[config.mk]
export PLATFORM = sky130hd
export DESIGN_NAME = sertx_top
export DESIGN_NICKNAME = d
export VERILOG_FILES = /design/src/rtl/sertx_pkg.sv /design/src/rtl/sertx_frame_build.sv /design/src/rtl/sertx_bit_timer.sv /design/src/rtl/sertx_shifter.sv /design/src/rtl/sertx_top.sv
export SDC_FILE = /design/constraint.sdc
export NUM_CORES = 1
export LEC_CHECK = 0
export BUFFER_PORTS_ARGS = -buffer_cell sky130_fd_sc_hd__buf_4
export CORE_MARGIN = 4
export CORE_UTILIZATION = 40
export CTS_CLUSTER_DIAMETER = 100
export DETAILED_ROUTE_END_ITERATION = 8
export PLACE_DENSITY_LB_ADDON = 0.3
export SYNTH_ARGS = -nofsm -noshare
export SYNTH_HDL_FRONTEND = slang
export SYNTH_SLANG_ARGS = --single-unit
[constraint.sdc]
create_clock -name clk -period 2.67 [get_ports clk]
set_clock_uncertainty 0.05 [all_clocks]
set_input_delay 0.6675 -clock clk [delete_from_list [all_inputs] [get_ports clk]]
set_output_delay 0.6675 -clock clk [all_outputs]
set_load 0.01 [all_outputs]
[src/rtl/sertx_pkg.sv]
`timescale 1ns/1ps
// Shared types for the dual-mode serial transmitter.
// Assumes: consumers pick their own data width via parameters.
package sertx_pkg;

    // Per-character configuration captured at load time.
    typedef struct packed {
        logic sync;     // 1 = clocked synchronous mode
        logic char7;    // 1 = 7-bit characters (async only)
        logic par_en;   // 1 = parity bit appended (async only)
        logic par_odd;  // 1 = odd parity
    } sertx_cfg_t;

endpackage

[src/rtl/sertx_frame_build.sv]
`timescale 1ns/1ps
// Builds the complete bit sequence for one character (bit 0 goes out first)
// together with the number of bits to send.
// Assumes: DW >= 2. Unused upper positions are filled with 1 so that the
// line idles high if they are ever shifted out.
module sertx_frame_build
    import sertx_pkg::*;
#(
    parameter int DW = 8,
    localparam int FW = DW + 3,
    localparam int CW = $clog2(DW + 4)
) (
    input  sertx_cfg_t       cfg,
    input  logic [DW-1:0]    data,
    output logic [FW-1:0]    frame,
    output logic [CW-1:0]    nbits
);

    logic [DW-1:0] masked;
    logic          par_bit;

    // Parity over the bits that are actually sent.
    always_comb begin
        masked = data;
        if (cfg.char7) masked[DW-1] = 1'b0;
        par_bit = (^masked) ^ cfg.par_odd;
    end

    // Frame layout for each mode / length / parity combination.
    always_comb begin
        if (cfg.sync) begin
            frame = {3'b111, data};
            nbits = CW'(DW);
        end else if (!cfg.char7 && !cfg.par_en) begin
            frame = {2'b11, data, 1'b0};
            nbits = CW'(DW + 2);
        end else if (!cfg.char7) begin
            frame = {1'b1, par_bit, data, 1'b0};
            nbits = CW'(DW + 3);
        end else if (!cfg.par_en) begin
            frame = {3'b111, data[DW-2:0], 1'b0};
            nbits = CW'(DW + 1);
        end else begin
            frame = {2'b11, par_bit, data[DW-2:0], 1'b0};
            nbits = CW'(DW + 2);
        end
    end

endmodule

[src/rtl/sertx_bit_timer.sv]
`timescale 1ns/1ps
// Counts baud ticks inside a frame and emits the bit-boundary strobes:
// end of an asynchronous bit, and falling / rising edges of the serial clock.
// Assumes: TPB is an even power of two; restart has priority over ticks.
module sertx_bit_timer #(
    parameter int TPB = 16,
    localparam int TW = $clog2(TPB)
) (
    input  logic clk,
    input  logic rst_n,
    input  logic restart,
    input  logic run,
    input  logic baud_tick,
    output logic bit_end,
    output logic clk_fall,
    output logic clk_rise
);

    logic [TW-1:0] cnt;

    // Tick counter, cleared when a frame starts.
    always_ff @(posedge clk) begin
        if (!rst_n)                 cnt <= '0;
        else if (restart)           cnt <= '0;
        else if (run && baud_tick)  cnt <= cnt + TW'(1);
    end

    // Strobes decoded from the counter phase.
    always_comb begin
        bit_end  = run && baud_tick && (cnt == TW'(TPB - 1));
        clk_fall = run && baud_tick && !cnt[0];
        clk_rise = run && baud_tick &&  cnt[0];
    end

endmodule

[src/rtl/sertx_shifter.sv]
`timescale 1ns/1ps
// Shift register and frame sequencer. Drives the data line, serial clock
// and the busy / empty flags.
// Assumes: start only arrives while idle; strobes come from sertx_bit_timer.
module sertx_shifter #(
    parameter int DW = 8,
    localparam int FW = DW + 3,
    localparam int CW = $clog2(DW + 4)
) (
    input  logic          clk,
    input  logic          rst_n,
    input  logic          start,
    input  logic          sync_in,
    input  logic [FW-1:0] frame,
    input  logic [CW-1:0] nbits,
    input  logic          bit_end,
    input  logic          clk_fall,
    input  logic          clk_rise,
    output logic          txd,
    output logic          sclk,
    output logic          busy,
    output logic          empty
);

    logic [FW-1:0] sreg;
    logic [CW-1:0] remain;
    logic          sync_q;

    // Frame sequencing: load, shift on bit boundaries, finish.
    always_ff @(posedge clk) begin
        if (!rst_n) begin
            sreg   <= '1;
            remain <= '0;
            sync_q <= 1'b0;
            busy   <= 1'b0;
            empty  <= 1'b1;
            txd    <= 1'b1;
            sclk   <= 1'b1;
        end else if (start) begin
            busy   <= 1'b1;
            empty  <= 1'b0;
            sync_q <= sync_in;
            sclk   <= 1'b1;
            if (sync_in) begin
                sreg   <= frame;
                remain <= CW'(DW);
                txd    <= 1'b1;
            end else begin
                sreg   <= {1'b1, frame[FW-1:1]};
                remain <= nbits - CW'(1);
                txd    <= frame[0];
            end
        end else if (busy && sync_q) begin
            if (clk_fall) begin
                txd    <= sreg[0];
                sreg   <= {1'b1, sreg[FW-1:1]};
                remain <= remain - CW'(1);
                sclk   <= 1'b0;
            end else if (clk_rise) begin
                sclk <= 1'b1;
                if (remain == '0) begin
                    busy  <= 1'b0;
                    empty <= 1'b1;
                    txd   <= 1'b1;
                end
            end
        end else if (busy && bit_end) begin
            if (remain == '0) begin
                busy  <= 1'b0;
                empty <= 1'b1;
                txd   <= 1'b1;
            end else begin
                txd    <= sreg[0];
                sreg   <= {1'b1, sreg[FW-1:1]};
                remain <= remain - CW'(1);
            end
        end
    end

endmodule

[src/rtl/sertx_top.sv]
`timescale 1ns/1ps
// Dual-mode serial frame transmitter: asynchronous (start/data/parity/stop)
// or clocked synchronous (8 bits plus serial clock).
// Assumes: baud_tick is a one-cycle pulse; configuration is taken at load.
module sertx_top
    import sertx_pkg::*;
#(
    parameter int DATA_W        = 8,
    parameter int TICKS_PER_BIT = 16,
    localparam int FRAME_W = DATA_W + 3,
    localparam int CNT_W   = $clog2(DATA_W + 4)
) (
    input  logic              clk,
    input  logic              rst_n,
    input  logic              sync_mode,
    input  logic              char7,
    input  logic              par_en,
    input  logic              par_odd,
    input  logic [DATA_W-1:0] tx_data,
    input  logic              tx_load,
    input  logic              baud_tick,
    output logic              txd,
    output logic              sclk,
    output logic              busy,
    output logic              empty
);

    sertx_cfg_t         cfg;
    logic [FRAME_W-1:0] frame;
    logic [CNT_W-1:0]   nbits;
    logic               start;
    logic               bit_end;
    logic               clk_fall;
    logic               clk_rise;

    // Gather configuration and accept a load only while idle.
    always_comb begin
        cfg   = '{sync: sync_mode, char7: char7, par_en: par_en, par_odd: par_odd};
        start = tx_load && !busy;
    end

    sertx_frame_build #(.DW(DATA_W)) u_build (
        .cfg   (cfg),
        .data  (tx_data),
        .frame (frame),
        .nbits (nbits)
    );

    sertx_bit_timer #(.TPB(TICKS_PER_BIT)) u_timer (
        .clk       (clk),
        .rst_n     (rst_n),
        .restart   (start),
        .run       (busy),
        .baud_tick (baud_tick),
        .bit_end   (bit_end),
        .clk_fall  (clk_fall),
        .clk_rise  (clk_rise)
    );

    sertx_shifter #(.DW(DATA_W)) u_shift (
        .clk      (clk),
        .rst_n    (rst_n),
        .start    (start),
        .sync_in  (sync_mode),
        .frame    (frame),
        .nbits    (nbits),
        .bit_end  (bit_end),
        .clk_fall (clk_fall),
        .clk_rise (clk_rise),
        .txd      (txd),
        .sclk     (sclk),
        .busy     (busy),
        .empty    (empty)
    );

endmodule

## Yosys cells after proc, flatten, opt, wreduce, memory -nomap -nowiden

Index checks and enable logic that the tools add are counted.

- Register bits: 24
- Output and inout bits: 4
- Word-level logic and storage cells: 84

- Add/subtract/negate cells: 3
- Eq/ne operators: 7
- Multiplexer cells: 43
- Bitwise gates (word level): 2
- Reduce and logical (&&, ||, !) cells: 21

Operators with widths:

| cell | number |
|---|---|
| 2-to-1 mux 11 bit | 9 |
| 2-to-1 mux 4 bit | 9 |
| 2-to-1 mux 1 bit | 23 |
| 2-to-1 mux 9 bit | 1 |
| != test 3 bit, second input constant | 3 |
| AND reduction 3 bit | 3 |
| logical AND 1 bit | 8 |
| != test 4 bit, second input constant | 2 |
| XOR reduction 8 bit | 1 |
| subtractor 4 x 1 -> 4 bit, second input constant | 2 |
| adder 4 x 1 -> 4 bit, second input constant | 1 |
| == test 4 bit, second input constant | 1 |
| logical NOT 1 bit | 4 |
| logical NOT 4 bit | 1 |
| != test 3 x 2 -> 1 bit, second input constant | 1 |
| nonzero test 3 bit | 1 |
| 2-to-1 mux 2 bit | 1 |
| AND reduction 2 bit | 1 |
| nonzero test 2 bit | 1 |
| OR reduction 2 bit | 1 |
| inverter 1 bit | 1 |
| bitwise XOR 1 bit | 1 |

## Logic depth before layout (Yosys ltp)

Gate-level depths: netlist (run 1).

- Depth after elaboration: 9
- Gate-level depth with buffers: 8
- Mapped depth without buffers: 7

## Hierarchy

Synthesis (run 1) repeated with hierarchy kept, for this count alone.

- Cells, all modules: 188
- Area, all modules: 1626.6 sq um

By module, submodules not included:

| module | times used | cells each | area an instance (sq um) |
|---|---|---|---|
| sertx_shifter | 1 | 130 | 1148.6 |
| sertx_frame_build | 1 | 33 | 269.0 |
| sertx_bit_timer | 1 | 24 | 195.2 |
| sertx_top | 1 | 1 | 13.8 |

## Worst setup path before layout (run 1)

OpenSTA, ideal clock, no wires.

- Path type: input to register
- From: input port baud_tick
- To: register u_shift.remain[3]
- Library setup time: 0.119 ns
- Arrival: 1.765 ns
- Data required time: 2.501 ns
- Path slack: 0.736 ns
- Stages on the path: 6
- Cell sequence: buf_2 > and3_1 > and4_4 > o22ai_4 > buf_8 > o221a_2

- Cells in the longest elaborated chain, start to end: 5
- Elaborated cells between the ends (all ways): 7

Ends and longest elaborated chain:

| element | RTL line | text |
|---|---|---|
| start, declared | sertx_top.sv:21 | `input logic baud_tick,` |
| logical AND 1 bit * | sertx_bit_timer.sv:30, sertx_bit_timer.sv:31 |  |
| logical AND 1 bit | sertx_bit_timer.sv:30 | `bit_end = run && baud_tick && (cnt == TW'(TPB - 1));` |
| logical AND 1 bit | sertx_shifter.sv:67 | `end else if (busy && bit_end) begin` |
| nonzero test 3 bit (no line) | - |  |
| AND reduction 3 bit (no line) * | - |  |
| end signal, assigned | sertx_shifter.sv:50 | `remain <= nbits - CW'(1);` |
| end signal, assigned | sertx_shifter.sv:57 | `remain <= remain - CW'(1);` |
| end signal, assigned | sertx_shifter.sv:75 | `remain <= remain - CW'(1);` |
| end, declared | sertx_shifter.sv:26 | `logic [CW-1:0] remain;` |

Every way passes the cells marked *; elsewhere a longest branch is shown, timed or not.
A chain may end at the register's enable or synchronous reset.

## Final worst setup path (run 1)

- From: register u_shift.remain[0]
- To: register u_shift.remain[1]

- Cells in the longest elaborated chain, start to end: 5
- Elaborated cells between the ends (all ways): 9

Ends and longest elaborated chain:

| element | RTL line | text |
|---|---|---|
| start signal, assigned | sertx_shifter.sv:46 | `remain <= CW'(DW);` |
| start signal, assigned | sertx_shifter.sv:50 |  |
| start signal, assigned | sertx_shifter.sv:57 |  |
| subtractor 4 x 1 -> 4 bit | sertx_shifter.sv:57, sertx_shifter.sv:75 |  |
| 2-to-1 mux 4 bit | sertx_shifter.sv:68 | `if (remain == '0) begin` |
| 2-to-1 mux 4 bit | sertx_shifter.sv:67 |  |
| 2-to-1 mux 4 bit | sertx_shifter.sv:53 | `end else if (busy && sync_q) begin` |
| 2-to-1 mux 4 bit | sertx_shifter.sv:39 | `end else if (start) begin` |

Parallel ways exist; a longest one is shown, timed or not. The select of a mux whose other input is x is not followed.

==> flow_summary.json, run 1 <==
{
  "die-area_mm2": 0.004426,
  "areaGrowthSynthToFinish_pct": 14.43,
  "fmax_mhz": 432.2,
  "p_sw_frac": 0.3121,
  "startpoint_type": "register",
  "total_power_uw": 775.9,
  "r2r_start": "u_shift.remain[0]$_SDFFE_PN0P_",
  "tightest_slew_ns": 0.6236,
  "cp_top_family": "simple AND/OR/NAND/NOR gates",
  "cts_root_buf": "clkbuf_4",
  "power_frac_comb": 0.285,
  "crit_cells": 8,
  "path_class": "reg -> reg",
  "hold_viol": 0,
  "r2r_end": "u_shift.remain[1]$_SDFFE_PN0P_",
  "synth_top_area_cell": "dfxtp_1",
  "ys_types": 44,
  "crit_path_top_delay_cell": "o22ai_4",
  "htree_num_levels": 1,
  "max_cap_violations": 0,
  "core_mm2": 0.003153,
  "rsz0062_at_grt": "no",
  "pwr-share-seq": 0.504,
  "worstPathArrival_ns": 2.47,
  "cts.path.max_buffers": 2,
  "clkSinkCount": 23,
  "synth_cells": 165,
  "clk_pin_slew_worst_paths_ns": 0.12,
  "netlist_area_mm2": 0.001370,
  "finalCriticalPeriod_ns": 2.314,
  "cts_setup_buffers": 0,
  "post_cts_resized": 0,
  "slew_viol_final": 0,
  "syn_nets": 186,
  "hold_buffers": 0,
  "grt_pass1_wl_um": 5237,
  "hpwlAfterDp_um": 2205,
  "antenna_found_initial": 0,
  "cts_inserted_buffers": 3,
  "required_ns": 2.83,
  "setup_viol": 0,
  "worstHoldPathCells": 1,
  "vias_per_cell": 5.398,
  "p_clk_frac": 0.211,
  "drive_gt1_frac": 0.2308,
  "layout_worst_path_cycle_share": 0.8665,
  "synth_most_common_cell": "dfxtp_1",
  "p_leak_uw": 0.0006749,
  "synth_area_leaders": "dfxtp_1 (34%), nand2_1 (6.0%), nor2_1 (5.8%), ha_1 (4.6%), xnor2_1 (3.8%)",
  "grt_pass1_vias": 1170,
  "place.gp.congestion": 0.9632,
  "start_util": 0.4345,
  "drc": 0,
  "whs_endpoint": "u_shift.sreg[9]$_SDFFE_PN1P_",
  "grt_usage": 0.1499,
  "grt.overflow.total": 0,
  "tritoncts": "done",
  "rows": 20,
  "firstDrtPassIters": 4,
  "drt-initial-drc-count": 56,
  "slew_headroom": 0.5842,
  "clk_latency_ns": 0.31,
  "outcome": "complete, no violations",
  "finalNetCount": 204,
  "synth-main-ff-cell": "dfxtp_1",
  "end_kind": "register",
  "finalSetupTns_ns": 0,
  "ff2ff_setup_slack_ns": 0.36,
  "wl_per_cell_um": 13.14,
  "synthTopCellsByCount": "dfxtp_1 (23), nand2_1 (22), nor2_1 (21), a21oi_1 (7)",
  "ys_ff_latch": 23,
  "synth_top_area_share": 0.3361,
  "wl_um": 2970,
  "grt_start_max_net_pins": 25,
  "antennaDiodeCount": 0,
  "p_sw_uw": 242.1,
  "cellPowerDensity_mw_per_mm2": 494.9,
  "hold_path_startpoint": "u_shift.sreg[9]$_SDFFE_PN1P_",
  "ys_warn_count": 0,
  "io_buffers": 19,
  "irDropWorstVdd_v": 0.0002160,
  "die_w_um": 66.53,
  "final_antenna_net_count": 0,
  "syn_avg_cell_area_um2": 8.303,
  "io_pins": 20,
  "path_max_fanout": 24,
  "synth-edff-count": 0,
  "worstPathCellList": "inv_1 -> ha_1 -> or3b_4 -> and4_4 -> o22ai_4 -> buf_4 -> nand2_1 -> o311a_2",
  "p_int_uw": 533.8,
  "r2r_cells": 8,
  "cp_num_buf_inv": 2,
  "slowest_delay_ns": 0.45,
  "async_flop_share": 0,
  "hold_class": "reg -> reg",
  "die_height_um": 66.53,
  "seq_area_frac_synth": 0.3361,
  "vias": 1220
}
-- flip-flops by register name, summed over array words and instances (netlist names) --
register	flops
u_shift.remain	4
u_shift.busy	1
u_shift.txd	1
u_shift.empty	1
u_shift.sreg	10
u_shift.sclk	1
u_timer.cnt	4
u_shift.sync_q	1
-- cell type report --
cell class | count | area [um^2]
Tap cell | 44 | 55.05
Fill cell | 316 | 1585
Sequential cell | 23 | 460.4
Inverter | 6 | 22.52
Multi-Input combinational cell | 125 | 822.0
Clock inverter | 1 | 5.005
Clock buffer | 3 | 22.52
Timing Repair Buffer | 24 | 180.2
-- worst max path at each step --
stage | startpoint | slack (ns) | endpoint
4_1_cts | u_shift.remain[0]$_SDFFE_PN0P_ | 0.36 | u_shift.remain[1]$_SDFFE_PN0P_
3_3_place_gp | baud_tick | 0.45 | u_shift.remain[1]$_SDFFE_PN0P_
6_report | u_shift.remain[0]$_SDFFE_PN0P_ | 0.36 | u_shift.remain[1]$_SDFFE_PN0P_
2_1_floorplan | baud_tick | 0.74 | u_shift.remain[3]$_SDFFE_PN0P_
3_5_place_dp | baud_tick | 0.38 | u_shift.remain[1]$_SDFFE_PN0P_
5_1_grt | u_shift.remain[0]$_SDFFE_PN0P_ | 0.22 | u_shift.remain[1]$_SDFFE_PN0P_
-- metrics by stage --
stage / utilization / area, um^2 / setup WS [ns] / instances / hold slack [ns]
2_1_floorplan: - / 1370 / 0.7359 / 165 / 0.3655
3_5_place_dp: 0.4885 / 1540 / 0.3764 / 222 / 0.3953
6_report: 0.4972 / 1568 / 0.3564 / 226 / 0.4319
3_3_place_gp: 0.4885 / 1540 / 0.4517 / 222 / 0.4072
4_1_cts: 0.4972 / 1568 / 0.3596 / 226 / 0.4309
5_1_grt: 0.4972 / 1568 / 0.2205 / 226 / 0.4738
-- routing by layer --
metal | global-route usage | vias to the layer above | part of all wire
li1 | - | 618 | -
met5 | 0 | - | 0
met1 | 0.1877 | 577 | 0.45
met3 | 0.02530 | 4 | 0.038
met4 | 0.03046 | 0 | 0.0084
met2 | 0.2677 | 21 | 0.50
-- layout by cell type (no fill, tap or decap), types with 2 or more instances in the layout --
cell type  instances
buf_4             24
dfxtp_1           23
nand2_1           22
nor2_1            21
a21oi_1            7
inv_1              6
xnor2_1            6
nor2b_1            5
o21ai_0            5
ha_1               5
nor3_1             4
nand4_1            4
o311ai_0           4
nor3b_1            3
o22ai_1            3
o311ai_1           3
clkbuf_4           3
nand2b_1           2
or2_2              2
mux2_2             2
and3_1             2
o211ai_1           2
a21boi_0           2
nand3b_1           2
a21boi_2           2
-- cells by family after synthesis --
family                   share of synthesized area
flip-flops                                  0.3361
XOR/XNOR                                   0.06119
AND/OR/NAND/NOR                             0.2530
adder cells (fa/ha/maj)                    0.04566
buffers and inverters                      0.06392
multiplexers                               0.01644
AO/OA/AOI/OAI                               0.2237
-- power groups by stage --
stage               clock, uW  sequential, uW  combinational [uW]
floorplan                   0             394                 164
finish                    164             391                 221
global route              188             395                 249
global placement            0             397                 212
CTS                       170             391                 222
detailed placement          0             398                 221
Note: power is estimated with default switching activity, not from simulation.
==> run 2, diff against run 1 <==
--- a/config.mk
+++ b/config.mk
@@ -11,6 +11,7 @@
 export CTS_CLUSTER_DIAMETER = 100
 export DETAILED_ROUTE_END_ITERATION = 8
 export PLACE_DENSITY_LB_ADDON = 0.3
+export RECOVER_POWER = 50
 export SYNTH_ARGS = -nofsm -noshare
 export SYNTH_HDL_FRONTEND = slang
 export SYNTH_SLANG_ARGS = --single-unit
==> run 2 against run 1 <==
Routed wire length hardly changed. Power is 1.2% lower. Maximum frequency is 1.9% lower. First-iteration DRC count is 8.9% higher. Largest cell class unchanged.
==> flow_summary.json, run 2 (synthesis results as in run 1) <==
{
  "outcome": "complete, no violations",
  "place_inst": 222,
  "die-area_mm2": 0.004426,
  "start_util": 0.4345,
  "cellPowerDensity_mw_per_mm2": 497.0,
  "areaGrowthSynthToFinish_pct": 12.60,
  "setup_viol": 0,
  "p_int_uw": 525.0,
  "place.gp.congestion": 0.9632,
  "cts_inserted_buffers": 3,
  "cts_root_buf": "clkbuf_4",
  "slew_headroom": 0.4955,
  "final_common_cell": "dfxtp_1",
  "grt_usage": 0.1499,
  "layout_worst_path_cycle_share": 0.8830,
  "pwr-share-seq": 0.510,
  "grt_pass1_wl_um": 5237,
  "hold_buffers": 0,
  "drive_gt1_frac": 0.1923,
  "hold_ws_ns": 0.4335,
  "wl_per_cell_um": 13.13,
  "path_class": "reg -> reg",
  "power_frac_comb": 0.277,
  "final_antenna_net_count": 0,
  "end_kind": "register",
  "required_ns": 2.83,
  "io_buffers": 19,
  "io_pins": 20,
  "met2_usage": 0.2677,
  "startpoint_type": "register",
  "finalCriticalPeriod_ns": 2.358,
  "htree_num_levels": 1,
  "clkSinkCount": 23,
  "largest_reg_flops": 10,
  "p_sw_uw": 241.7,
  "die_height_um": 66.53,
  "finalNetCount": 204,
  "grt_start_max_net_pins": 25,
  "hpwlAfterDp_um": 2205,
  "drc": 0,
  "tightest_slew_ns": 0.7568,
  "rows": 20,
  "drt-initial-drc-count": 61,
  "vias": 1218,
  "core_mm2": 0.003153,
  "use_met1": 0.1877,
  "p_clk_frac": 0.214,
  "rsz0062_at_grt": "no",
  "die_w_um": 66.53,
  "vias_per_cell": 5.389,
  "fmax_mhz": 424.2,
  "grtUsageMet3": 0.02530,
  "path_max_fanout": 24,
  "hold_class": "reg -> reg",
  "hold_viol": 0,
  "grt-busiest-layer": "met2",
  "p_leak_uw": 0.0006551,
  "final_cell_mix": "dfxtp_1 (23), nand2_1 (22), nor2_1 (21), buf_4 (18), a21oi_1 (7)",
  "finalSetupTns_ns": 0,
  "slew_viol_final": 0,
  "max_cap_violations": 0,
  "tritoncts": "done",
  "cts_setup_buffers": 0,
  "cts.path.max_buffers": 2,
  "worstPathArrival_ns": 2.52,
  "firstDrtPassIters": 4,
  "antenna_found_initial": 0,
  "post_cts_resized": 0,
  "wl_um": 2968,
  "p_sw_frac": 0.3152,
  "grt_pass1_vias": 1170,
  "largest-register": "u_shift.sreg",
  "grt.overflow.total": 0,
  "reg_top3": "u_shift.sreg (10), u_shift.remain (4), u_timer.cnt (4)",
  "antennaDiodeCount": 0,
  "clk_latency_ns": 0.31,
  "clk_pin_slew_worst_paths_ns": 0.12,
  "layoutNonFillerInstCount": 226,
  "irDropWorstVdd_v": 0.0002157
}
run 2: power by group through the flow:
stage / clock network (uW) / registers (uW) / logic [uW]
floorplan: 0 / 394 / 164
global placement: 0 / 397 / 212
detailed placement: 0 / 398 / 221
CTS: 170 / 391 / 222
global route: 188 / 394 / 241
finish: 164 / 391 / 212
run 2: per-layer routing:
metal | share of wire | vias up
li1 | - | 618
met3 | 0.036 | 4
met1 | 0.45 | 577
met5 | 0 | -
met4 | 0.0084 | 0
met2 | 0.50 | 19
run 2: critical path: stages (launching register included):
cell	delay (ns)
dfxtp_1	0.36
inv_1	0.10
ha_1	0.17
or3b_1	0.44
and4_4	0.24
o22ai_4	0.45
buf_4	0.25
nand2_1	0.06
o311a_2	0.13
run 2: worst paths after layout:
kind | to | start | cells past startpoint | slack [ns]
setup / recovery | u_shift.remain[1]$_SDFFE_PN0P_ | u_shift.remain[0]$_SDFFE_PN0P_ | 8 | 0.31
hold / removal | u_shift.sreg[9]$_SDFFE_PN1P_ | u_shift.sreg[9]$_SDFFE_PN1P_ | 1 | 0.43
setup reg to reg | u_shift.remain[1]$_SDFFE_PN0P_ | u_shift.remain[0]$_SDFFE_PN0P_ | 8 | 0.31
hold reg to reg | u_shift.sreg[9]$_SDFFE_PN1P_ | u_shift.sreg[9]$_SDFFE_PN1P_ | 1 | 0.43
run 2: final cells by class:
cell class                 instances  area [um^2]
inverter                           6        22.52
tap                               44        55.05
multi-input combinational        125        819.5
sequential                        23        460.4
fill                             325         1610
clock buffer                       3        22.52
timing repair buffer              24        157.7
clock inverter                     1        5.005
run 2: metrics by stage:
step / setup WS [ns] / total power, uW / cell area, um^2 / utilization
6_report: 0.3125 / 766.7 / 1543 / 0.4893
5_1_grt: 0.1555 / 823.1 / 1543 / 0.4893
4_1_cts: 0.3596 / 783.3 / 1568 / 0.4972
3_5_place_dp: 0.3764 / 619.4 / 1540 / 0.4885
3_3_place_gp: 0.4517 / 608.6 / 1540 / 0.4885
2_1_floorplan: 0.7359 / 557.5 / 1370 / -
